## config.mk

```make
export PLATFORM = sky130hd
export DESIGN_NAME = rtc_frac_counter
export DESIGN_NICKNAME = d
export VERILOG_FILES = /design/src/rtl/rtc_pkg.sv /design/src/rtl/rtc_inc_stage.sv /design/src/rtl/rtc_sub_acc.sv /design/src/rtl/rtc_sec_cnt.sv /design/src/rtl/rtc_frac_counter.sv
export SDC_FILE = /design/constraint.sdc
export NUM_CORES = 1
export LEC_CHECK = 0
export BUFFER_PORTS_ARGS = -buffer_cell sky130_fd_sc_hd__buf_2
export CAP_MARGIN = 25
export CORE_AREA = 2 2 103 105
export CTS_BUF_LIST = sky130_fd_sc_hd__clkbuf_2
export CTS_CLUSTER_DIAMETER = 40
export DETAILED_ROUTE_END_ITERATION = 12
export DIE_AREA = 0 0 105 107
export PLACE_DENSITY_LB_ADDON = 0.12
export SETUP_SLACK_MARGIN = 0.05
export SLEW_MARGIN = 15
export SYNTH_ARGS = -nofsm -noshare
export SYNTH_HDL_FRONTEND = slang
export SYNTH_SLANG_ARGS = --single-unit
```

## constraint.sdc

```tcl
create_clock -name clk_i -period 5.73 [get_ports clk_i]
set_input_delay 0.2865 -clock clk_i [delete_from_list [all_inputs] [get_ports clk_i]]
set_output_delay 0.2865 -clock clk_i [all_outputs]
set_load 0.05 [all_outputs]
```

## src/rtl/rtc_pkg.sv

```systemverilog
package rtc_pkg;
  localparam int unsigned INC_W    = 24;
  localparam int unsigned FRAC_W   = 6;
  localparam int unsigned SUB_W    = 32;
  localparam int unsigned SEC_W    = 32;
  localparam int unsigned LO_W     = 16;
  localparam int unsigned REG_W    = 32;
  localparam logic [INC_W-1:0] INC_RESET = 24'h80_0000;
endpackage

```

## src/rtl/rtc_inc_stage.sv

```systemverilog
module rtc_inc_stage #(
  parameter int unsigned INC_W = rtc_pkg::INC_W,
  parameter int unsigned LO_W  = rtc_pkg::LO_W,
  parameter logic [INC_W-1:0] INC_RESET = rtc_pkg::INC_RESET
) (
  input  logic                  clk_i,
  input  logic                  rst_ni,
  input  logic [LO_W-1:0]       lo_i,
  input  logic                  lo_we_i,
  input  logic [INC_W-LO_W-1:0] hi_i,
  input  logic                  hi_we_i,
  input  logic                  load_i,
  output logic [INC_W-1:0]      inc_o
);
  localparam int unsigned HI_W = INC_W - LO_W;

  logic [LO_W-1:0]  lo_q;
  logic [HI_W-1:0]  hi_q;
  logic [INC_W-1:0] act_q;

  always_ff @(posedge clk_i or negedge rst_ni) begin
    if (!rst_ni) begin
      lo_q <= INC_RESET[LO_W-1:0];
      hi_q <= INC_RESET[INC_W-1:LO_W];
    end else begin
      if (lo_we_i) lo_q <= lo_i;
      if (hi_we_i) hi_q <= hi_i;
    end
  end

  // commit uses staged contents as held before this edge
  always_ff @(posedge clk_i or negedge rst_ni) begin
    if (!rst_ni)     act_q <= INC_RESET;
    else if (load_i) act_q <= {hi_q, lo_q};
  end

  assign inc_o = act_q;
endmodule

```

## src/rtl/rtc_sub_acc.sv

```systemverilog
module rtc_sub_acc #(
  parameter int unsigned INC_W  = rtc_pkg::INC_W,
  parameter int unsigned FRAC_W = rtc_pkg::FRAC_W,
  parameter int unsigned SUB_W  = rtc_pkg::SUB_W
) (
  input  logic             clk_i,
  input  logic             rst_ni,
  input  logic             en_i,
  input  logic [INC_W-1:0] inc_i,
  output logic [SUB_W-1:0] sub_o,
  output logic             carry_o
);
  localparam int unsigned WHOLE_W = INC_W - FRAC_W;

  logic [FRAC_W-1:0] frac_q;
  logic [SUB_W-1:0]  sub_q;
  logic [FRAC_W:0]   frac_sum;
  logic [SUB_W:0]    sub_sum;

  assign frac_sum = {1'b0, frac_q} + {1'b0, inc_i[FRAC_W-1:0]};
  assign sub_sum  = {1'b0, sub_q}
                  + {{(SUB_W-WHOLE_W+1){1'b0}}, inc_i[INC_W-1:FRAC_W]}
                  + {{SUB_W{1'b0}}, frac_sum[FRAC_W]};

  always_ff @(posedge clk_i or negedge rst_ni) begin
    if (!rst_ni) begin
      frac_q <= '0;
      sub_q  <= '0;
    end else if (en_i) begin
      frac_q <= frac_sum[FRAC_W-1:0];
      sub_q  <= sub_sum[SUB_W-1:0];
    end
  end

  assign sub_o   = sub_q;
  assign carry_o = en_i & sub_sum[SUB_W];
endmodule

```

## src/rtl/rtc_sec_cnt.sv

```systemverilog
module rtc_sec_cnt #(
  parameter int unsigned SEC_W = rtc_pkg::SEC_W
) (
  input  logic             clk_i,
  input  logic             rst_ni,
  input  logic             step_i,
  output logic [SEC_W-1:0] sec_o
);
  logic [SEC_W-1:0] sec_q;

  always_ff @(posedge clk_i or negedge rst_ni) begin
    if (!rst_ni)     sec_q <= '0;
    else if (step_i) sec_q <= sec_q + 1'b1;
  end

  assign sec_o = sec_q;
endmodule

```

## src/rtl/rtc_frac_counter.sv

```systemverilog
module rtc_frac_counter #(
  parameter int unsigned INC_W  = rtc_pkg::INC_W,
  parameter int unsigned FRAC_W = rtc_pkg::FRAC_W,
  parameter int unsigned SUB_W  = rtc_pkg::SUB_W,
  parameter int unsigned SEC_W  = rtc_pkg::SEC_W,
  parameter int unsigned LO_W   = rtc_pkg::LO_W,
  parameter int unsigned REG_W  = rtc_pkg::REG_W,
  parameter logic [INC_W-1:0] INC_RESET = rtc_pkg::INC_RESET
) (
  input  logic                  clk_i,
  input  logic                  rst_ni,
  input  logic                  cnt_en_i,
  input  logic [LO_W-1:0]       inc_lo_i,
  input  logic                  inc_lo_we_i,
  input  logic [INC_W-LO_W-1:0] inc_hi_i,
  input  logic                  inc_hi_we_i,
  input  logic                  inc_load_i,
  output logic [SEC_W-1:0]      sec_o,
  output logic [SUB_W-1:0]      subsec_o,
  output logic [REG_W-1:0]      inc_o
);
  logic [INC_W-1:0] inc_act;
  logic             sub_carry;

  rtc_inc_stage #(.INC_W(INC_W), .LO_W(LO_W), .INC_RESET(INC_RESET)) u_stage (
    .clk_i   (clk_i),
    .rst_ni  (rst_ni),
    .lo_i    (inc_lo_i),
    .lo_we_i (inc_lo_we_i),
    .hi_i    (inc_hi_i),
    .hi_we_i (inc_hi_we_i),
    .load_i  (inc_load_i),
    .inc_o   (inc_act)
  );

  rtc_sub_acc #(.INC_W(INC_W), .FRAC_W(FRAC_W), .SUB_W(SUB_W)) u_sub (
    .clk_i   (clk_i),
    .rst_ni  (rst_ni),
    .en_i    (cnt_en_i),
    .inc_i   (inc_act),
    .sub_o   (subsec_o),
    .carry_o (sub_carry)
  );

  rtc_sec_cnt #(.SEC_W(SEC_W)) u_sec (
    .clk_i  (clk_i),
    .rst_ni (rst_ni),
    .step_i (sub_carry),
    .sec_o  (sec_o)
  );

  generate
    if (REG_W > INC_W) begin : g_pad
      assign inc_o = {{(REG_W-INC_W){1'b0}}, inc_act};
    end else begin : g_nopad
      assign inc_o = inc_act[REG_W-1:0];
    end
  endgenerate
endmodule

```

### Word level (Yosys, flattened, before mapping)

Cells that the tools add are included.
W data, S select, Z words.

| operators by class | value |
|---|---|
| add/sub/neg operators | 4 |
| bitwise logic cells | 1 |

Operators with widths:

| operator | number |
|---|---|
| $add A32 B18 Y33 | 1 |
| $add A33 B1 Y33 | 1 |
| $add A32 B1 Y32 const B | 1 |
| $add A6 B6 Y7 | 1 |
| $and A1 B1 Y1 | 1 |

| word-level totals | value |
|---|---|
| flip-flop bits (word level) | 118 |
| output and inout bits | 96 |
| logic and storage cells | 11 |

### Logic depth before layout (Yosys ltp)

Gate-level depths: netlist of run 1.

| logic depth | value |
|---|---|
| word-level depth | 3 |
| gate-level depth with buffers | 16 |

### Hierarchy

A second synthesis of run 1 with hierarchy kept.

| unflattened totals | value |
|---|---|
| cell total of the unflattened synthesis | 545 |
| area, all modules | 6417.4 um^2 |

By module, submodules not included:

| module | instances | cells an instance | area each (um^2) | seq. area each (um^2) |
|---|---|---|---|---|
| rtc_sub_acc | 1 | 311 | 2960.3 | 950.9 |
| rtc_inc_stage | 1 | 102 | 1944.4 | 1203.7 |
| rtc_sec_cnt | 1 | 123 | 1448.9 | 800.8 |
| rtc_frac_counter | 1 | 9 | 63.8 | 0.0 |

### Worst setup path before layout of run 1

No wires, ideal clock.

| path | value |
|---|---|
| path type | reg2reg |
| from | register u_stage.act_q[0] (netlist: u_stage.inc_o[0]) |
| to | register u_sec.sec_q[21] (netlist: u_sec.sec_o[21]) |
| arrival time | 3.691 ns |
| required time | 5.588 ns |
| slack | 1.897 ns |
| cell stages (with the launch flop) | 17 |
| path buffers | 0 |
| clock period less this slack | 3.833 ns |
| path through | dfrtp_1 ha_1 fa_1 a21oi_1 o21bai_1 a21o_1 a21oi_1 fa_1 fa_1 nor2b_2 o31ai_2 a21oi_2 o2111a_2 o2111ai_4 nor3_4 nand2_1 xnor2_1 |

| on the way | value |
|---|---|
| word-level cells in the longest chain between the ends | 3 |

RTL lines:

| what | line | source |
|---|---|---|
| from (decl) | rtc_inc_stage.sv:19 | `logic [INC_W-1:0] act_q;` |
| from (signal assigned) | rtc_inc_stage.sv:34 | `else if (load_i) act_q <= {hi_q, lo_q};` |
| $add A6 B6 Y7 | rtc_sub_acc.sv:20 | `assign frac_sum = {1'b0, frac_q} + {1'b0, inc_i[FRAC_W-1:0]};` |
| $add A33 B1 Y33 | rtc_sub_acc.sv:23 | `+ {{SUB_W{1'b0}}, frac_sum[FRAC_W]};` |
| $and A1 B1 Y1 | rtc_sub_acc.sv:36 | `assign carry_o = en_i & sub_sum[SUB_W];` |
| to (signal assigned) | rtc_sec_cnt.sv:13 | `else if (step_i) sec_q <= sec_q + 1'b1;` |
| to (decl) | rtc_sec_cnt.sv:9 | `logic [SEC_W-1:0] sec_q;` |

Every way passes these cells.
A chain may end at the register's enable or synchronous reset.

### Worst setup path after layout of run 1

| path | value |
|---|---|
| from | register u_stage.act_q[0] (netlist: u_stage.inc_o[0]) |
| to | register u_sub.sub_q[16] (netlist: u_sub.sub_o[16]) |

| on the way | value |
|---|---|
| word-level cells in the longest chain between the ends | 2 |

RTL lines:

| what | line | source |
|---|---|---|
| $add A6 B6 Y7 | rtc_sub_acc.sv:20 |  |
| $add A33 B1 Y33 | rtc_sub_acc.sv:23 |  |
| to (signal assigned) | rtc_sub_acc.sv:31 | `sub_q <= sub_sum[SUB_W-1:0];` |
| to (decl) | rtc_sub_acc.sv:16 | `logic [SUB_W-1:0] sub_q;` |

Every way passes these cells.

==> results of run 1 <==
how the worst max path moves through the flow:
stage	cells past startpoint	end	slack [ns]	startpoint
2_1_floorplan	16	u_sec.sec_o[21]	1.90	u_stage.inc_o[0]
3_3_place_gp	16	u_sub.sub_o[16]	2.01	u_stage.inc_o[0]
3_5_place_dp	16	u_sub.sub_o[16]	1.89	u_stage.inc_o[0]
4_1_cts	16	u_sub.sub_o[16]	1.86	u_stage.inc_o[0]
5_1_grt	16	u_sec.sec_o[24]	1.55	u_stage.inc_o[0]
6_report	16	u_sub.sub_o[16]	1.90	u_stage.inc_o[0]
routing by layer:
metal / global-route usage, % / vias up / wire length, um
met5: 0 / - / 0
met4: 10.19 / 0 / 224
met2: 37.11 / 97 / 5921
met1: 30.02 / 2067 / 5412
li1: - / 2073 / -
met3: 7.234 / 17 / 554
through the flow:
step,hold WS [ns],std cells
finish,0.1424,805
global route,0.05903,805
CTS,0.08074,805
detailed placement,0.3518,742
global placement,0.3423,742
floorplan,-0.009091,506
logic make-up (layout without fill, tap and decap cells):
family / Yosys count / after routing / share of synthesized area (%)
AOI/OAI and AO/OA: 72 / 72 / 8.920
xor gates and xnor gates: 61 / 61 / 9.026
adders and majority gates: 27 / 27 / 6.088
buffers and inverters: 31 / 194 / 2.600
DFF: 118 / 118 / 49.93
muxes: 66 / 66 / 12.51
other: 1 / 8 / 0.06335
and+or+nand+nor: 123 / 123 / 10.86
cell usage in the layout (no fill, tap or decap), types with 17 or more instances in the layout:
cell type,n
a21oi_1,17
buf_2,116
clkbuf_2,21
dfrtp_1,116
dlygate4sd3_1,33
ha_1,24
mux2_2,64
nand2_1,30
nand3_1,20
nor2_1,19
xnor2_1,39
xor2_1,22
worst max-delay path: cells and delay by family (launching register included):
kind            cells  cell delay [ns]
compound gates      8             1.58
simple gates        2             0.23
flops               1             0.42
mux                 1             0.26
xor+xnor            1             0.15
fa+ha+maj           4             1.12
power groups by stage:
| stage | Combinational, mW | Clock [mW] | Sequential [mW] |
|---|---|---|---|
| detailed placement | 1.56 | 0 | 1.13 |
| global route | 1.72 | 0.448 | 1.13 |
| floorplan | 0.865 | 0 | 1.48 |
| CTS | 1.58 | 0.402 | 1.11 |
| finish | 1.58 | 0.386 | 1.11 |
| global placement | 1.51 | 0 | 1.11 |
registers in the layout, summed over array words and instances (netlist names):
register,flops
u_sub.frac_q,6
u_stage.inc_o,24
u_sub.sub_o,32
u_stage.hi_q,8
u_stage.lo_q,16
u_sec.sec_o,32
final cells by class:
cell class / count / area, um^2 / area share, %
Timing Repair Buffer: 151 / 925.9 / 13.08
Multi-Input combinational cell: 357 / 2836 / 40.06
Sequential cell: 118 / 2955 / 41.74
Clock inverter: 9 / 38.79 / 0.5478
Inverter: 13 / 48.80 / 0.6892
Clock buffer: 21 / 105.1 / 1.484
Tap cell: 136 / 170.2 / 2.403
timing repair:
action	in CTS	in global routing
resized for setup	0	0
hold endpoints to repair	73	0
hold buffers	33	0
setup endpoints to repair	0	0
==> results.sh, run 1 <==
export IMPL_slew_headroom_pct=43.96
export IMPL_drt_iter0_markers=175
export IMPL_grt_util_all_layers_pct=23.48
export IMPL_critPathLaunchType="flop"
export IMPL_power_density_nw_per_um2=433.6
export IMPL_cp_slowest_cell="dfrtp_1"
export IMPL_r2r_start="u_stage.inc_o[0]"
export IMPL_placed_cell_area_um2=6606
export IMPL_hpwlAfterDp_um=8702
export IMPL_portBuffers=117
export IMPL_rr_worst_depth=16
export IMPL_place_ws_ns=1.888
export IMPL_synth_area_leader_cell="dfrtp_1"
export IMPL_synth_edf_count=0
export IMPL_cts_tree="yes"
export IMPL_finalHoldViolCount=0
export IMPL_vdd_ir_drop_max_v=0.0002940
export IMPL_yosysMostFrequentCell="dfrtp_1"
export IMPL_endpoint_kind="flop"
export IMPL_period_share_pct=66.88
export IMPL_fin_nets=715
export IMPL_hp_class="in -> async"
export IMPL_slowest_delay_ns=0.42
export IMPL_drt_pass1_iter_count=4
export IMPL_yosysTopAreaCellShare_pct=49.04
export IMPL_p_clk_share_pct=12.6
export IMPL_fp_dieH_um=107
export IMPL_intPower_mw=1.689
export IMPL_post_cts_buffers=0
export IMPL_ys_warn_count=0
export IMPL_top_level_ports=126
export IMPL_n_fill_cell=814
export IMPL_clock_path_buffers=2
export IMPL_synth_area_top_cells="dfrtp_1 49%, mux2_2 12%, xnor2_1 5.8%"
export IMPL_grt_pass1_wl_um=20710
export IMPL_crit_type="reg -> reg"
export IMPL_switching_share_pct=44.99
export IMPL_design_die_area_um2=11240
export IMPL_synth_area_per_cell_um2=11.86
export IMPL_syn_to_final_growth_pct=19.62
export IMPL_start_util_pct=58.65
export IMPL_drtAntennaViolNets=0
export IMPL_async_reset_ff_share_pct=100.0
export IMPL_viasPerCell=5.284
export IMPL_status="finished, final reports clean"
export IMPL_cp_cell_sequence="ha_1, fa_1, a21oi_1, o21bai_1, a21o_1, a21oi_1, fa_1, fa_1, nor2b_2, o31ai_2, a21oi_2, nand2b_1, o41ai_1, o21ai_0, xnor2_1, mux2_2"
export IMPL_antenna_found_initial=0
export IMPL_avgRoutedWirePerCell_um=15.05
export IMPL_synthFlopType="dfrtp_1"
export IMPL_r2r_slack_ns=1.90
export IMPL_synthCells=499
export IMPL_cts_root_buf="clkbuf_2"
export IMPL_cp_arrival_ns=4.41
export IMPL_htreeDepth=4
export IMPL_cts_sinks=118
export IMPL_total_power_mw=3.070
export IMPL_vias=4254
export IMPL_path_max_fanout=3
export IMPL_drive_above_1_share_pct=34.38
export IMPL_netlist_top_cells_count="116 x dfrtp_1, 64 x mux2_2, 39 x xnor2_1"
export IMPL_antenna_cells=0
export IMPL_setup_slack_ns=1.898
export IMPL_gp_congestion=0.8392
export IMPL_yosysSeqAreaShare_pct=49.93
export IMPL_final_util_pct=70.16
export IMPL_combPwrFrac_pct=51.4
export IMPL_rows=37
export IMPL_cts_buffers=17
export IMPL_wl_um=12110
export IMPL_clkTransAtPathRegs_ns=0.15
export IMPL_finalSetupTns_ns=0
export IMPL_power_switching_mw=1.381
export IMPL_tightest_slew_ns=0.8405
export IMPL_route_detailed_drc=0
export IMPL_rsz0062_at_grt="no"
export IMPL_drv_slew=0
export IMPL_grt_pass1_vias=4350
export IMPL_crit_top_cell="fa_1"
export IMPL_worstReg2RegEnd="u_sub.sub_o[16]"
export IMPL_synth_cell_type_count=54
export IMPL_min_period_ns=3.832
export IMPL_leakagePower_nw=3.509
export IMPL_finClkSkew_ns=0.02687
export IMPL_seq_power_share_pct=36.1
export IMPL_syn_area_um2=5919
export IMPL_grt_max_degree=70
export IMPL_clkLatencyLatePin_ns=0.68
export IMPL_gr_total_overflow=0
export IMPL_crit_required_ns=6.31
export IMPL_core_area_um2=10090
export IMPL_die_width_um=105
export IMPL_setup_viol=0
export IMPL_max_freq_mhz=261.0
export IMPL_cap_violations=0
export IMPL_stdcell_area_um2=7081
export IMPL_synth_seq_cells=118
No activity file was read; power rests on OpenSTA's default activity.
==> inputs of run 2 (changes only) <==
- ABC_AREA: default -> 1
- CORE_AREA: 2 2 103 105 -> 2 2 120 122
- DIE_AREA: 0 0 105 107 -> 0 0 122 124
- clock period: 5.73 -> 3.5 ns (I/O delays scaled with it)
==> results.sh, run 2 <==
export IMPL_status="finished, final reports clean"
export IMPL_start_util_pct=52.88
export IMPL_synth_area_per_cell_um2=7.218
export IMPL_setup_viol=0
export IMPL_crit_top_cell="nand2_4"
export IMPL_synth_area_leader_cell="dfrtp_1"
export IMPL_core_area_um2=13720
export IMPL_fin_nets=1252
export IMPL_cp_cell_sequence="ha_1, fa_2, nand3_1, nand3_1, nand2_1, nand2_1, a21oi_1, fa_1, fa_1, inv_1, nand3_1, nand2_4, nand2_4, nand2_4, nand2_4, nand2_4, nand2_4, nand2_4, nand2_1, nand2_1, nand2_1"
export IMPL_clkLatencyLatePin_ns=0.71
export IMPL_viasPerCell=5.019
export IMPL_finClkSkew_ns=0.01790
export IMPL_vias=6956
export IMPL_portBuffers=117
export IMPL_gr_total_overflow=0
export IMPL_cts_buffers=17
export IMPL_cp_arrival_ns=3.86
export IMPL_gp_congestion=0.8933
export IMPL_hold_slack_ns=0.04239
export IMPL_tightest_slew_ns=0.8112
export IMPL_slowest_delay_ns=0.43
export IMPL_drtAntennaViolNets=0
export IMPL_final_common_cell="nand2_1"
export IMPL_ys_warn_count=0
export IMPL_total_power_mw=5.297
export IMPL_grt_util_all_layers_pct=25.98
export IMPL_cp_slowest_cell="fa_1"
export IMPL_synth_seq_cells=118
export IMPL_drv_slew=0
export IMPL_yosysTopAreaCellShare_pct=40.01
export IMPL_drt_pass1_iter_count=5
export IMPL_grt_pass1_wl_um=30600
export IMPL_place_inst=1281
export IMPL_top_level_ports=126
export IMPL_wl_um=18870
export IMPL_finalNonFillerCells=1386
export IMPL_synth_cell_type_count=40
export IMPL_htreeDepth=4
export IMPL_synthCells=1005
export IMPL_cap_violations=0
export IMPL_design_die_area_um2=15130
export IMPL_fp_dieH_um=124
export IMPL_netlist_top_cells_count="377 x nand2_1, 116 x dfrtp_1, 113 x inv_1"
export IMPL_crit_type="reg -> reg"
export IMPL_yosysMostFrequentCell="nand2_1"
export IMPL_cts_sinks=118
export IMPL_avgRoutedWirePerCell_um=13.62
export IMPL_synth_edf_count=0
export IMPL_hpwlAfterDp_um=13120
export IMPL_yosysSeqAreaShare_pct=40.74
export IMPL_die_width_um=122
export IMPL_cts_root_buf="clkbuf_2"
export IMPL_period_share_pct=92.72
export IMPL_antenna_cells=0
export IMPL_path_max_fanout=13
export IMPL_route_detailed_drc=0
export IMPL_drt_iter0_markers=462
export IMPL_clkTransAtPathRegs_ns=0.17
export IMPL_leakagePower_nw=4.680
export IMPL_min_period_ns=3.245
export IMPL_cpLargestDelayFamily="simple AND/OR/NAND/NOR gates"
export IMPL_cp_buffers_inverters=1
export IMPL_syn_to_final_growth_pct=22.02
export IMPL_finalSetupTns_ns=0
export IMPL_drive_above_1_share_pct=16.50
export IMPL_cts_tree="yes"
export IMPL_syn_area_um2=7254
export IMPL_vdd_ir_drop_max_v=0.0002782
export IMPL_clock_path_buffers=2
export IMPL_synthFlopType="dfrtp_1"
export IMPL_slew_headroom_pct=45.92
export IMPL_grt_pass1_vias=6400
export IMPL_grt_max_degree=64
export IMPL_synth_area_top_cells="dfrtp_1 40%, nand2_1 20%, inv_1 5.8%"
export IMPL_endpoint_kind="flop"
export IMPL_rows=43
export IMPL_layout_common_cells="376 x nand2_1, 116 x buf_2, 116 x dfrtp_1"
export IMPL_critPathLaunchType="flop"
export IMPL_rsz0062_at_grt="yes"
export IMPL_hp_class="in -> async"
export IMPL_antenna_found_initial=0
export IMPL_power_density_nw_per_um2=598.4
export IMPL_crit_required_ns=4.12
export IMPL_async_reset_ff_share_pct=100.0
export IMPL_finalHoldViolCount=0
export IMPL_max_freq_mhz=308.1
## run 2: stage by stage
| stage | worst slack, ns | util, % | cell area [um^2] |
|---|---|---|---|
| global route | 0.03716 | 64.52 | 8852 |
| floorplan | 0.2437 | - | 7281 |
| global placement | 0.2964 | 57.64 | 7908 |
| finish | 0.2548 | 64.52 | 8852 |
| CTS | 0.1118 | 64.20 | 8808 |
| detailed placement | 0.1726 | 57.64 | 7908 |
## run 2: repair_timing
action | 4_1_cts | 5_1_grt
gates resized for setup | 0 | 3
setup buffers | 0 | 1
hold endpoints to repair | 94 | 0
hold buffers | 72 | 0
endpoints found under the setup margin | 0 | 33
## run 2: area by class of cell
| class | instances | area [um^2] |
|---|---|---|
| Inverter | 123 | 461.7 |
| Clock buffer | 18 | 90.09 |
| Multi-Input combinational cell | 742 | 3679 |
| Clock inverter | 12 | 90.09 |
| Fill cell | 1294 | 4867 |
| Tap cell | 180 | 225.2 |
| Sequential cell | 118 | 2955 |
| Timing Repair Buffer | 193 | 1351 |
## run 2: report_power, final
group	switching (mW)	internal, mW	leakage, nW	total, mW
clock	0.529	0.236	0.107	0.764
sequential	0.211	1.59	1.49	1.80
combinational	1.87	0.862	3.08	2.73
## run 2: path summary, 6_finish.rpt
path,depth (start not counted),endpoint,slack (ns),from
max,21,u_sec.sec_o[4],0.25,u_stage.inc_o[0]
min,2,u_stage.lo_q[5],0.04,rst_ni
max reg2reg,21,u_sec.sec_o[4],0.25,u_stage.inc_o[0]
min reg2reg,2,u_stage.inc_o[23],0.50,u_stage.hi_q[7]
max in group asynchronous,3,u_stage.hi_q[7],2.63,rst_ni
min in group clk_i,3,u_stage.inc_o[23],0.06,inc_load_i
## run 2: kinds of logic after synthesis
| logic type | after synthesis | share of synthesized area (%) |
|---|---|---|
| compound gates | 78 | 5.536 |
| simple gates | 612 | 37.41 |
| flops | 118 | 40.74 |
| other cells | 1 | 0.05169 |
| mux | 2 | 0.3104 |
| xor+xnor | 13 | 1.570 |
| fa+ha+maj | 27 | 4.967 |
| buf+inv | 154 | 9.417 |
## run 2: routing by layer
layer  global-route usage (%)  part of all wire (%)
met5                        0                     0
met4                    8.549                   2.0
met3                    5.357                   4.5
met2                    42.35                    48
met1                    34.77                    46
